## config.mk

```make
export PLATFORM = sky130hd
export DESIGN_NAME = trig_type_tx
export DESIGN_NICKNAME = d
export VERILOG_FILES = /design/src/rtl/ttq_pkg.sv /design/src/rtl/ttq_rst_sync.sv /design/src/rtl/ttq_fifo.sv /design/src/rtl/ttq_framer.sv /design/src/rtl/trig_type_tx.sv
export SDC_FILE = /design/constraint.sdc
export NUM_CORES = 1
export LEC_CHECK = 0
export ABC_AREA = 1
export BUFFER_PORTS_ARGS = -buffer_cell sky130_fd_sc_hd__buf_2
export CORE_ASPECT_RATIO = 1.1
export CORE_MARGIN = 2
export CORE_UTILIZATION = 35
export DETAILED_ROUTE_END_ITERATION = 16
export PLACE_DENSITY_LB_ADDON = 0.08
export SLEW_MARGIN = 25
export SYNTH_ARGS = -nofsm -noshare
export SYNTH_HDL_FRONTEND = slang
export SYNTH_SLANG_ARGS = --single-unit
```

## constraint.sdc

```tcl
create_clock -name clk -period 0.9 [get_ports clk]
set_input_delay 0.045 -clock clk [delete_from_list [all_inputs] [get_ports clk]]
set_output_delay 0.045 -clock clk [all_outputs]
set_load 0.005 [all_outputs]
```

## src/rtl/ttq_pkg.sv

```systemverilog
package ttq_pkg;
  localparam int TYPE_W  = 8;
  localparam int WORD_W  = 10;
  localparam int RSV_W   = WORD_W - TYPE_W;
  localparam int FRAME_W = WORD_W + 2;

  typedef logic [WORD_W-1:0] tword_t;

  typedef enum logic {
    TX_IDLE = 1'b0,
    TX_SEND = 1'b1
  } tx_state_e;

  function automatic tword_t widen_type(input logic [TYPE_W-1:0] b);
    return {{RSV_W{1'b0}}, b};
  endfunction
endpackage

```

## src/rtl/ttq_rst_sync.sv

```systemverilog
module ttq_rst_sync (
  input  logic clk,
  input  logic rst_n,
  output logic rst_sync_n
);
  logic stage1_q, stage2_q;

  always_ff @(posedge clk or negedge rst_n) begin
    if (!rst_n) begin
      stage1_q <= 1'b0;
      stage2_q <= 1'b0;
    end else begin
      stage1_q <= 1'b1;
      stage2_q <= stage1_q;
    end
  end

  assign rst_sync_n = stage2_q;
endmodule

```

## src/rtl/ttq_fifo.sv

```systemverilog
module ttq_fifo
  import ttq_pkg::*;
#(
  parameter int DEPTH = 16
) (
  input  logic   clk,
  input  logic   rst_n,
  input  logic   push,
  input  tword_t din,
  input  logic   pop,
  output tword_t dout,
  output logic   empty,
  output logic   full,
  output logic   drop
);
  localparam int PTR_W = (DEPTH > 1) ? $clog2(DEPTH) : 1;
  localparam int CNT_W = $clog2(DEPTH + 1);

  tword_t           mem [DEPTH];
  logic [PTR_W-1:0] wr_ptr_q, wr_ptr_d;
  logic [PTR_W-1:0] rd_ptr_q, rd_ptr_d;
  logic [CNT_W-1:0] count_q, count_d;
  logic             push_ok, pop_ok;

  assign empty   = (count_q == '0);
  assign full    = (count_q == CNT_W'(DEPTH));
  assign push_ok = push && !full;
  assign pop_ok  = pop && !empty;
  assign drop    = push && full;
  assign dout    = mem[rd_ptr_q];

  always_comb begin
    wr_ptr_d = wr_ptr_q;
    rd_ptr_d = rd_ptr_q;
    count_d  = count_q;
    if (push_ok) begin
      wr_ptr_d = (wr_ptr_q == PTR_W'(DEPTH - 1)) ? '0 : wr_ptr_q + PTR_W'(1);
    end
    if (pop_ok) begin
      rd_ptr_d = (rd_ptr_q == PTR_W'(DEPTH - 1)) ? '0 : rd_ptr_q + PTR_W'(1);
    end
    unique case ({push_ok, pop_ok})
      2'b10:   count_d = count_q + CNT_W'(1);
      2'b01:   count_d = count_q - CNT_W'(1);
      default: count_d = count_q;
    endcase
  end

  always_ff @(posedge clk or negedge rst_n) begin
    if (!rst_n) begin
      wr_ptr_q <= '0;
      rd_ptr_q <= '0;
      count_q  <= '0;
    end else begin
      wr_ptr_q <= wr_ptr_d;
      rd_ptr_q <= rd_ptr_d;
      count_q  <= count_d;
    end
  end

  always_ff @(posedge clk) begin
    if (push_ok) begin
      mem[wr_ptr_q] <= din;
    end
  end
endmodule

```

## src/rtl/ttq_framer.sv

```systemverilog
module ttq_framer
  import ttq_pkg::*;
#(
  parameter int BIT_CYCLES = 4
) (
  input  logic   clk,
  input  logic   rst_n,
  input  logic   avail,
  input  tword_t word,
  output logic   pop,
  output logic   ser_out,
  output logic   busy
);
  localparam int DIV_W = (BIT_CYCLES > 1) ? $clog2(BIT_CYCLES) : 1;
  localparam int BIT_W = $clog2(FRAME_W);

  tx_state_e          state_q, state_d;
  logic [FRAME_W-1:0] shreg_q, shreg_d;
  logic [DIV_W-1:0]   div_q, div_d;
  logic [BIT_W-1:0]   bit_q, bit_d;
  logic               bit_end;

  assign bit_end = (div_q == DIV_W'(BIT_CYCLES - 1));
  assign pop     = (state_q == TX_IDLE) && avail;

  always_comb begin
    state_d = state_q;
    shreg_d = shreg_q;
    div_d   = div_q;
    bit_d   = bit_q;
    unique case (state_q)
      TX_IDLE: begin
        if (avail) begin
          state_d = TX_SEND;
          shreg_d = {1'b0, word, 1'b1};
          div_d   = '0;
          bit_d   = '0;
        end
      end
      TX_SEND: begin
        if (bit_end) begin
          div_d   = '0;
          shreg_d = {shreg_q[FRAME_W-2:0], 1'b1};
          if (bit_q == BIT_W'(FRAME_W - 1)) begin
            state_d = TX_IDLE;
          end else begin
            bit_d = bit_q + BIT_W'(1);
          end
        end else begin
          div_d = div_q + DIV_W'(1);
        end
      end
      default: state_d = TX_IDLE;
    endcase
  end

  always_ff @(posedge clk or negedge rst_n) begin
    if (!rst_n) begin
      state_q <= TX_IDLE;
      shreg_q <= '1;
      div_q   <= '0;
      bit_q   <= '0;
    end else begin
      state_q <= state_d;
      shreg_q <= shreg_d;
      div_q   <= div_d;
      bit_q   <= bit_d;
    end
  end

  assign ser_out = shreg_q[FRAME_W-1];
  assign busy    = (state_q == TX_SEND);
endmodule

```

## src/rtl/trig_type_tx.sv

```systemverilog
module trig_type_tx
  import ttq_pkg::*;
#(
  parameter int DEPTH      = 16,
  parameter int BIT_CYCLES = 4
) (
  input  logic              clk,
  input  logic              rst_n,
  input  logic              type_valid,
  input  logic [TYPE_W-1:0] type_byte,
  output logic              ser_out,
  output logic              tx_busy,
  output logic              q_empty,
  output logic              q_full,
  output logic              overflow
);
  logic   rst_i_n;
  logic   pop, drop;
  tword_t head_word;
  logic   ovf_q, ovf_d;

  ttq_rst_sync u_rst (
    .clk        (clk),
    .rst_n      (rst_n),
    .rst_sync_n (rst_i_n)
  );

  ttq_fifo #(.DEPTH(DEPTH)) u_fifo (
    .clk   (clk),
    .rst_n (rst_i_n),
    .push  (type_valid),
    .din   (widen_type(type_byte)),
    .pop   (pop),
    .dout  (head_word),
    .empty (q_empty),
    .full  (q_full),
    .drop  (drop)
  );

  ttq_framer #(.BIT_CYCLES(BIT_CYCLES)) u_framer (
    .clk     (clk),
    .rst_n   (rst_i_n),
    .avail   (!q_empty),
    .word    (head_word),
    .pop     (pop),
    .ser_out (ser_out),
    .busy    (tx_busy)
  );

  assign ovf_d = ovf_q | drop;

  always_ff @(posedge clk or negedge rst_i_n) begin
    if (!rst_i_n) begin
      ovf_q <= 1'b0;
    end else begin
      ovf_q <= ovf_d;
    end
  end

  assign overflow = ovf_q;
endmodule

```

==> impl_metrics.toml, run 1 <==
[logic_synthesis]
yosysTopAreaCell = "edfxtp_1"
synth_nets = 734
yosys.area_share.simple = 0.216
ys_seq_area_frac = 0.655
netlist_instances = 713
synth_top_family_by_area = "simple AND/OR/NAND/NOR gates"
ys.warnings.count = 0
synth_mux_area_frac = 0
syn_area_um2 = 7190
synth.distinct_cells = 30
syn_area_per_cell_um2 = 10.1
ys_top_cells_by_area = "edfxtp_1 53%, nand2_1 11%, dfrtp_1 8.0%"
synth_compound_area_frac = 0.0244
synth_seq_cells = 162
synth_fa_ha_area_frac = 0.0174
synth-xor-area-share = 0.0122
yosysTopAreaCellShare = 0.535

[setup_path]
crit_end = "u_fifo.count_q[2]"
worstReg2RegStart = "u_fifo.count_q[2]"
worst_setup_path_end_kind = "flop"
rr_worst_depth = 13
r2r_end = "u_fifo.count_q[2]"
crit_path_start = "u_fifo.count_q[2]"
cp.depth = 13
slowest_stage = "dfrtp_1"
critical_path.top_delay_family = "simple AND/OR/NAND/NOR gates"
arrival_ns = 2.31
path_class = "reg2reg"
r2r_slack_ns = -1.10
worstPathMaxFanout = 3
cp.required_ns = 1.22
path_buf_inv = 3
slowest_delay_ns = 0.39
worstPathCellList = "nor2_2, nand4_2, nand2_2, inv_4, ha_4, xor2_4, ha_4, a21oi_4, buf_4, buf_4, nand2_1, nand3b_1, o21ai_1"
startpoint_type = "flop"

[die]
core_area_um2 = 20400
die-area_um2 = 21700
pin_count = 16
rows = 55
die_w_um = 141
initial_core_util = 0.353
die_h_um = 154

[detailed_routing]
via_per_inst = 4.74
post_drt_wl_per_cell_um = 17.2
drt_iter0_drc = 256
drc = 0
routed_wirelength_mm = 18.7
firstDrtPassIters = 4
ant_nets = 0
route.vias.total = 5160

[global_routing]
grt_max_degree = 33
overflow = 0
grt_pass1_vias = 5214
met3_usage = 0.0313
grt_pass1_wl_mm = 29.0
grt_most_used_layer = "met2"
antenna_found_initial = 0
met1_usage = 0.222
gr-usage-met2 = 0.318
track_usage = 0.179

[placed_design]
dpl-instance-area_um2 = 8220
globalplace.congestion = 0.815
io_buffers = 15
dp_hpwl_mm = 11.9

[sta]
worst_clock_skew_ns = 0.0109
fin_crit_sh = 2.22
finalHoldViolCount = 0
final-setup-viol-count = 165
report.final.slew_viol_count = 0
hold_ws_ns = 0.0540
worst_slack_ns = -1.10
rsz0062_at_grt = "yes"
min_period_ns = 2.00
fmaxAchievable_ghz = 0.501

[power]
power_per_cell_area_nw_per_um2 = 2940
clockPowerShare = 0.230
pwr-share-seq = 0.344
comb_power_share = 0.426
irDropWorstVdd_uv = 1780
total_power_mw = 29.0
swShare = 0.368
cellInternalPower_mw = 18.3
leakage_nw = 4.08
switchingPower_mw = 10.7

[layout]
regArea_um2 = 4710
drive_above_1_share = 0.357
fill_cells = 1850
multi_input_area_um2 = 2710
nNetsFinal = 840
finalInstanceArea_um2 = 9880
diodes = 0
area_growth_pct = 37.4

[outcome]
violations = "setup timing"
status = "complete, but fails checks"

[clock_tree]
clock-sinks = 162
clock_tree.buffer_depth = 2
cts_tree = "done"
h-tree-depth = 4
clkLatencyLatePin_ns = 0.44
clock-root-buffer = "clkbuf_16"
path_clk_slew_ns = 0.07
cts_buffers = 17

[worst_hold_path]
worstHoldStart = "type_byte[7]"
hold_path.class = "in2reg"

[flow_run]
maxCapViolCount = 0
## layout make-up
class | count | share of cell area
sequential | 162 | 0.477
multi-input combinational | 427 | 0.275
timing repair buffer | 111 | 0.120
clock buffer | 17 | 0.0431
inverter | 99 | 0.0409
tap | 256 | 0.0324
clock inverter | 15 | 0.0109
timing repair inverter | 1 | 0.000633
## timing repair
action	4_1_cts	5_1_grt
pin swaps	50	45
endpoints found under the setup margin	165	165
cloned	3	1
hold buffers	4	0
setup buffers	23	11
resized for setup	127	65
hold endpoints to repair	19	0
## layout by cell type, fill, tap and decap left out, types with 2 or more instances in the layout
master         count
a21oi_2            9
buf_4             47
edfxtp_1         128
dfrtp_2            3
clkinv_4           2
nand2_4            9
o21ai_1           13
nand3_1           42
inv_8              2
inv_4              4
buf_8              6
buf_12            17
nand2_8            5
nor2_2             5
nand2_1          179
dfrtp_1           20
dlygate4sd3_1      4
clkinv_2           2
nand2_2           27
nand3_4            3
buf_6             22
nand3_2           49
clkinv_1           4
nand3b_1           3
clkinvlp_4         3
buf_2             13
inv_2              3
ha_1               6
inv_6              5
xor2_1             8
nor2_1            31
ha_4               4
clkbuf_16         18
inv_1             89
o21ai_2            3
o21ai_0            2
dfstp_2           11
nor2_4            17
## flip-flops by register name (all words and copies together) (netlist names)
register          count
u_fifo.rd_ptr_q       4
u_fifo.mem          128
u_framer.bit_q        4
u_fifo.wr_ptr_q       4
u_framer.shreg_q     11
overflow              1
u_rst.rst_sync_n      1
u_fifo.count_q        5
u_rst.stage1_q        1
u_framer.div_q        2
u_framer.busy         1
## power groups by stage
| stage | registers [mW] | logic [mW] | clock network, mW |
|---|---|---|---|
| finish | 9.97 | 12.4 | 6.69 |
| floorplan | 10.0 | 5.71 | 0 |
| global route | 10.1 | 13.5 | 7.17 |
| global placement | 10.0 | 8.86 | 0 |
| CTS | 9.98 | 11.5 | 6.84 |
| detailed placement | 10.1 | 8.97 | 0 |
## per-layer routing
metal  wire length (um)  vias to the layer above
met5                  0                        -
met4                269                        0
met3                439                       19
met2               9920                       68
met1               8080                     2546
li1                   -                     2527
## worst min path at each step
stage | endpoint | slack, ns | depth (start not counted)
after global routing | u_fifo.mem[6][0] | 0.05 | 1
after global placement | u_rst.stage1_q | -0.17 | 1
after floorplan | u_rst.rst_sync_n | -0.25 | 0
after CTS | u_fifo.mem[6][0] | 0.05 | 1
after detailed placement | u_rst.stage1_q | -0.17 | 1
final | u_fifo.mem[13][7] | 0.05 | 1
## stage by stage
stage	std cells	setup slack (ns)	utilization	TNS (ns)
finish	1088	-1.10	0.485	-149.60
global route	1088	-1.23	0.485	-163.80
CTS	1080	-1.03	0.470	-133.91
detailed placement	1021	-1.10	0.403	-111.20
global placement	1021	-0.997	0.403	-106.29
floorplan	713	-1.07	-	-83.10
## synth_stat cells, drive strengths merged
library cell / number
nand2: 220
edfxtp: 128
inv: 98
nand3: 94
nor2: 53
dfrtp: 23
buf: 22
o21ai: 18
a21oi: 11
dfstp: 11
ha: 10
xor2: 9
clkbuf: 3
nand3b: 3
nand4: 2
a21o: 1
a22o: 1
clkinv: 1
conb: 1
o22ai: 1
o31ai: 1
or2: 1
xnor2: 1
## logic make-up (layout without fill, tap and decap cells)
family                     count (synthesis)  after routing
and+or+nand+nor                          373            373
DFF                                      162            162
buffers and inverters                    124            243
AOI/OAI and AO/OA                         33             33
adders and majority gates                 10             10
xor gates and xnor gates                  10             10
other                                      1              1
Note: power is estimated with default switching activity, not from simulation.
==> run 2, diff against run 1 <==
Settings changed: ABC_CLOCK_PERIOD_IN_PS set to 900, CORE_UTILIZATION 35 to 40.
==> impl_metrics.toml, run 2 (same netlist as run 1, synthesis figures left out) <==
[clock_tree]
clock-root-buffer = "clkbuf_16"
clkLatencyLatePin_ns = 0.42
clock_tree.buffer_depth = 2
path_clk_slew_ns = 0.07
cts_tree = "done"
clock-sinks = 162
cts_buffers = 17
h-tree-depth = 4

[power]
swShare = 0.360
irDropWorstVdd_uv = 1680
cellInternalPower_mw = 18.3
clockPowerShare = 0.236
leakage_nw = 4.05
pwr-share-seq = 0.351
comb_power_share = 0.412
switchingPower_mw = 10.3
power_per_cell_area_nw_per_um2 = 2920

[sta]
final.setup.tns_ns = -111.40
worst_slack_ns = -1.08
hold_ws_ns = 0.0535
report.final.slew_viol_count = 0
tightestPinTransition_ns = 0.498
finalHoldViolCount = 0
fmaxAchievable_ghz = 0.506
min_period_ns = 1.98
relSlewSlack = 0.667
worst_clock_skew_ns = 0.00866
rsz0062_at_grt = "yes"
fin_crit_sh = 2.20
final-setup-viol-count = 165

[die]
initial_core_util = 0.407
pin_count = 16
rows = 51
core_area_um2 = 17700
die_h_um = 145
die_w_um = 132
die-area_um2 = 19100

[layout]
regMostFlops = "u_fifo.mem"
area_growth_pct = 35.9
nNetsFinal = 826
largestRegisters = "u_fifo.mem: 128 flops, u_framer.shreg_q: 11 flops, u_fifo.count_q: 5 flops"
diodes = 0
instances_no_fill = 1056
final_cell_mix = "182 x nand2_1, 128 x edfxtp_1, 88 x inv_1, 49 x nand3_2, 45 x buf_4"
largest_reg_flops = 128
mostFrequentLayoutCell = "nand2_1"
drive_above_1_share = 0.344
final_core_util = 0.553

[detailed_routing]
routed_wirelength_mm = 17.9
route.vias.total = 5047
drt_iter0_drc = 229
drc = 0
ant_nets = 0
firstDrtPassIters = 4
via_per_inst = 4.78
post_drt_wl_per_cell_um = 16.9

[setup_path]
worst_setup_path_end_kind = "flop"
rr_worst_depth = 13
cp.required_ns = 1.21
path_class = "reg2reg"
cp.depth = 13
slowest_stage = "dfrtp_1"
critical_path.top_delay_family = "simple AND/OR/NAND/NOR gates"
path_buf_inv = 0
cpMostUsedCell = "nand2_1"
startpoint_type = "flop"
arrival_ns = 2.29
worstPathMaxFanout = 2
worstPathCellList = "nor2_2, nand4_1, nand2_2, ha_4, xor2_4, ha_4, a21oi_4, nor2_2, nand2_1, nand3_1, nand2_1, nand2_1, nand2_1"
slowest_delay_ns = 0.39

[global_routing]
grt_max_degree = 33
track_usage = 0.199
overflow = 0
grt_pass1_vias = 5213
grt_pass1_wl_mm = 28.1
antenna_found_initial = 0

[outcome]
violations = "setup timing"
status = "complete, but fails checks"

[placed_design]
dp.cells = 999
post-place-ws_ns = -1.15
dp_hpwl_mm = 11.2
io_buffers = 15
globalplace.congestion = 0.794

[worst_hold_path]
hold_path.class = "in2reg"
holdPathStages = 1

[flow_run]
maxCapViolCount = 0
[run 2: changes by cell type in the layout (fill, tap and decap cells not counted), sizes merged]
cell / change
buf: -13
clkinvlp: +2
bufinv: +1
clkinv: -2
clkbuf: +4
inv: -6
[run 2: path summary, 6_finish.rpt]
| check | slack [ns] | from | endpoint |
|---|---|---|---|
| min in group asynchronous | 0.23 | u_rst.rst_sync_n | u_fifo.count_q[1] |
| hold / removal | 0.05 | type_byte[1] | u_fifo.mem[3][1] |
| setup reg to reg | -1.08 | u_fifo.count_q[3] | u_fifo.count_q[4] |
| setup / recovery | -1.08 | u_fifo.count_q[3] | u_fifo.count_q[4] |
| max in group asynchronous | 0.27 | rst_n | u_rst.rst_sync_n |
| hold reg to reg | 0.23 | u_rst.rst_sync_n | u_fifo.count_q[1] |
[run 2: what timing repair did]
action / CTS / global route
cloned: 5 / 0
resized for setup: 120 / 58
buffers inserted: 14 / 6
endpoints found under the setup margin: 165 / 165
hold endpoints to repair: 7 / 0
hold buffers: 4 / 0
pin swaps: 48 / 29
[run 2: worst reg2reg max path: cells and delay by family (launching register included)]
family / cells / cell delay (ns)
xor gates and xnor gates: 1 / 0.20
and+or+nand+nor: 9 / 0.92
AOI/OAI and AO/OA: 1 / 0.04
DFF: 1 / 0.39
adders and majority gates: 2 / 0.34
[run 2: layout make-up]
class,instances,area [um^2]
fillers,1527,7900
flip-flops and latches,162,4710
multi-input cells,427,2750
repair buffers,97,1060
clock buffers,22,454
inverters,99,404
well taps,238,298
clock inverters,10,90.1
repair inverters,1,6.26
[run 2: power groups by stage]
| stage | clock [mW] | combinational, mW | sequential [mW] |
|---|---|---|---|
| 6_report | 6.74 | 11.8 | 10.0 |
| 5_1_grt | 7.13 | 12.8 | 10.1 |
| 4_1_cts | 6.83 | 11.3 | 9.96 |
| 3_5_place_dp | 0 | 8.96 | 10.1 |
| 3_3_place_gp | 0 | 8.81 | 10.0 |
| 2_1_floorplan | 0 | 5.71 | 10.0 |
[run 2: per-stage QoR]
step                      instance area (um^2)  power (mW)
final                                     9780        28.5
after global routing                      9780        30.1
after CTS                                 9540        28.1
after detailed placement                  8200        19.0
after global placement                    8200        18.8
after floorplan                           7460        15.7
[run 2: layer usage]
metal  up-vias  track usage  part of all wire
li1       2492            -                 -
met1      2459        0.236              0.42
met2        73        0.370              0.53
met3        23       0.0382             0.031
met4         0       0.0589             0.015
met5         -            0                 0
==> run 3, diff against run 2 <==
Settings changed: HOLD_SLACK_MARGIN set to 0.1.
==> impl_metrics.toml, run 3 (same netlist as run 1, synthesis figures left out) <==
[outcome]
status = "complete, but fails checks"
violations = "setup timing"

[global_routing]
grt_pass1_wl_mm = 28.2
antenna_found_initial = 0
overflow = 0
track_usage = 0.200
grt_pass1_vias = 5231
grt_max_degree = 33

[layout]
area_growth_pct = 36.8
nNetsFinal = 832
mostFrequentLayoutCell = "nand2_1"
instances_no_fill = 1062
diodes = 0
largest_reg_flops = 128
drive_above_1_share = 0.341
regMostFlops = "u_fifo.mem"
final_cell_mix = "182 x nand2_1, 128 x edfxtp_1, 88 x inv_1, 49 x nand3_2, 45 x buf_4"
largestRegisters = "u_fifo.mem: 128 flops, u_framer.shreg_q: 11 flops, u_fifo.count_q: 5 flops"

[flow_run]
maxCapViolCount = 0

[setup_path]
slowest_delay_ns = 0.39
startpoint_type = "flop"
worstPathCellList = "nor2_2, nand4_1, nand2_2, ha_4, xor2_4, ha_4, a21oi_4, nor2_2, nand2_1, nand3_1, nand2_1, nand2_1, nand2_1"
worstPathMaxFanout = 2
cpMostUsedCell = "nand2_1"
slowest_stage = "dfrtp_1"
path_class = "reg2reg"
worst_setup_path_end_kind = "flop"
cp.required_ns = 1.21
arrival_ns = 2.28

[clock_tree]
path_clk_slew_ns = 0.06
clkLatencyLatePin_ns = 0.42
clock_tree.buffer_depth = 2
cts_buffers = 17
clock-root-buffer = "clkbuf_16"
cts_tree = "done"
h-tree-depth = 4
clock-sinks = 162

[die]
core_area_um2 = 17700
rows = 51
die_w_um = 132
die-area_um2 = 19100
initial_core_util = 0.407
die_h_um = 145
pin_count = 16

[detailed_routing]
routed_wirelength_mm = 17.9
post_drt_wl_per_cell_um = 16.9
drt_iter0_drc = 206
route.vias.total = 5087
firstDrtPassIters = 4
drc = 0
via_per_inst = 4.79
ant_nets = 0

[sta]
finalHoldViolCount = 0
min_period_ns = 1.97
rsz0062_at_grt = "yes"
report.final.slew_viol_count = 0
worst_clock_skew_ns = 0.00769
worst_slack_ns = -1.07
hold_ws_ns = 0.105
fin_crit_sh = 2.19
fmaxAchievable_ghz = 0.507
final-setup-viol-count = 165

[worst_hold_path]
hold_path.class = "in2reg"

[placed_design]
globalplace.congestion = 0.794
io_buffers = 15
dp.cells = 999
dp_hpwl_mm = 11.2

[power]
total_power_mw = 28.6
power_per_cell_area_nw_per_um2 = 2910
leakage_nw = 4.08
irDropWorstVdd_uv = 1670
==> run 3: cell count changes in the layout (fill, tap and decap cells not counted) <==
cell	change
dlygate4sd3_1	+6
==> run 3: metrics by stage <==
step                setup WS, ns  instance area [um^2]  setup TNS, ns  utilization
global route               -1.20                  9840        -124.78        0.556
finish                     -1.07                  9840        -111.06        0.556
global placement          -0.981                  8200        -105.14        0.464
floorplan                  -1.07                  7460         -83.10            -
CTS                        -1.05                  9600        -111.08        0.543
detailed placement         -1.15                  8200        -110.51        0.464
==> run 3: critical path: cells and delay by family, from the launching register on <==
kind / cells / cell delay (ns)
AOI/OAI and AO/OA: 1 / 0.04
xor gates and xnor gates: 1 / 0.20
adders and majority gates: 2 / 0.34
DFF: 1 / 0.39
and+or+nand+nor: 9 / 0.91
==> run 3: path summary, 6_finish.rpt <==
kind                                    from                 to  slack [ns]  cells after the start
setup / recovery           u_fifo.count_q[3]  u_fifo.count_q[4]       -1.07                     13
hold / removal                  type_byte[3]   u_fifo.mem[3][3]        0.10                      1
setup reg to reg           u_fifo.count_q[3]  u_fifo.count_q[4]       -1.07                     13
hold reg to reg             u_rst.rst_sync_n  u_fifo.count_q[1]        0.23                      1
max in group asynchronous              rst_n   u_rst.rst_sync_n        0.27                      3
min in group asynchronous   u_rst.rst_sync_n  u_fifo.count_q[1]        0.23                      1
==> run 3: area by class of cell <==
type	instances	area (um^2)
fillers	1523	7840
flip-flops and latches	162	4710
multi-input cells	427	2750
repair buffers	103	1120
clock buffers	22	454
inverters	99	404
well taps	238	298
clock inverters	10	90.1
repair inverters	1	6.26
==> run 3: metal layers <==
layer / routed length [um] / vias up / GRT usage
met5: 0 / - / 0
li1: - / 2506 / -
met4: 260 / 0 / 0.0589
met1: 7590 / 2469 / 0.237
met2: 9510 / 88 / 0.370
met3: 583 / 24 / 0.0382
==> run 3: what timing repair did <==
item	in CTS	in global routing
setup buffers	14	6
resized for setup	120	58
setup endpoints to repair	165	165
hold buffers	10	0
hold endpoints to repair	115	0
gates cloned	5	0
pin swaps	48	29
==> run 3: power breakdown <==
group,switching [mW],internal [mW],total [mW]
clock,2.88,3.86,6.74
sequential,0.623,9.40,10.0
combinational,6.81,5.02,11.8
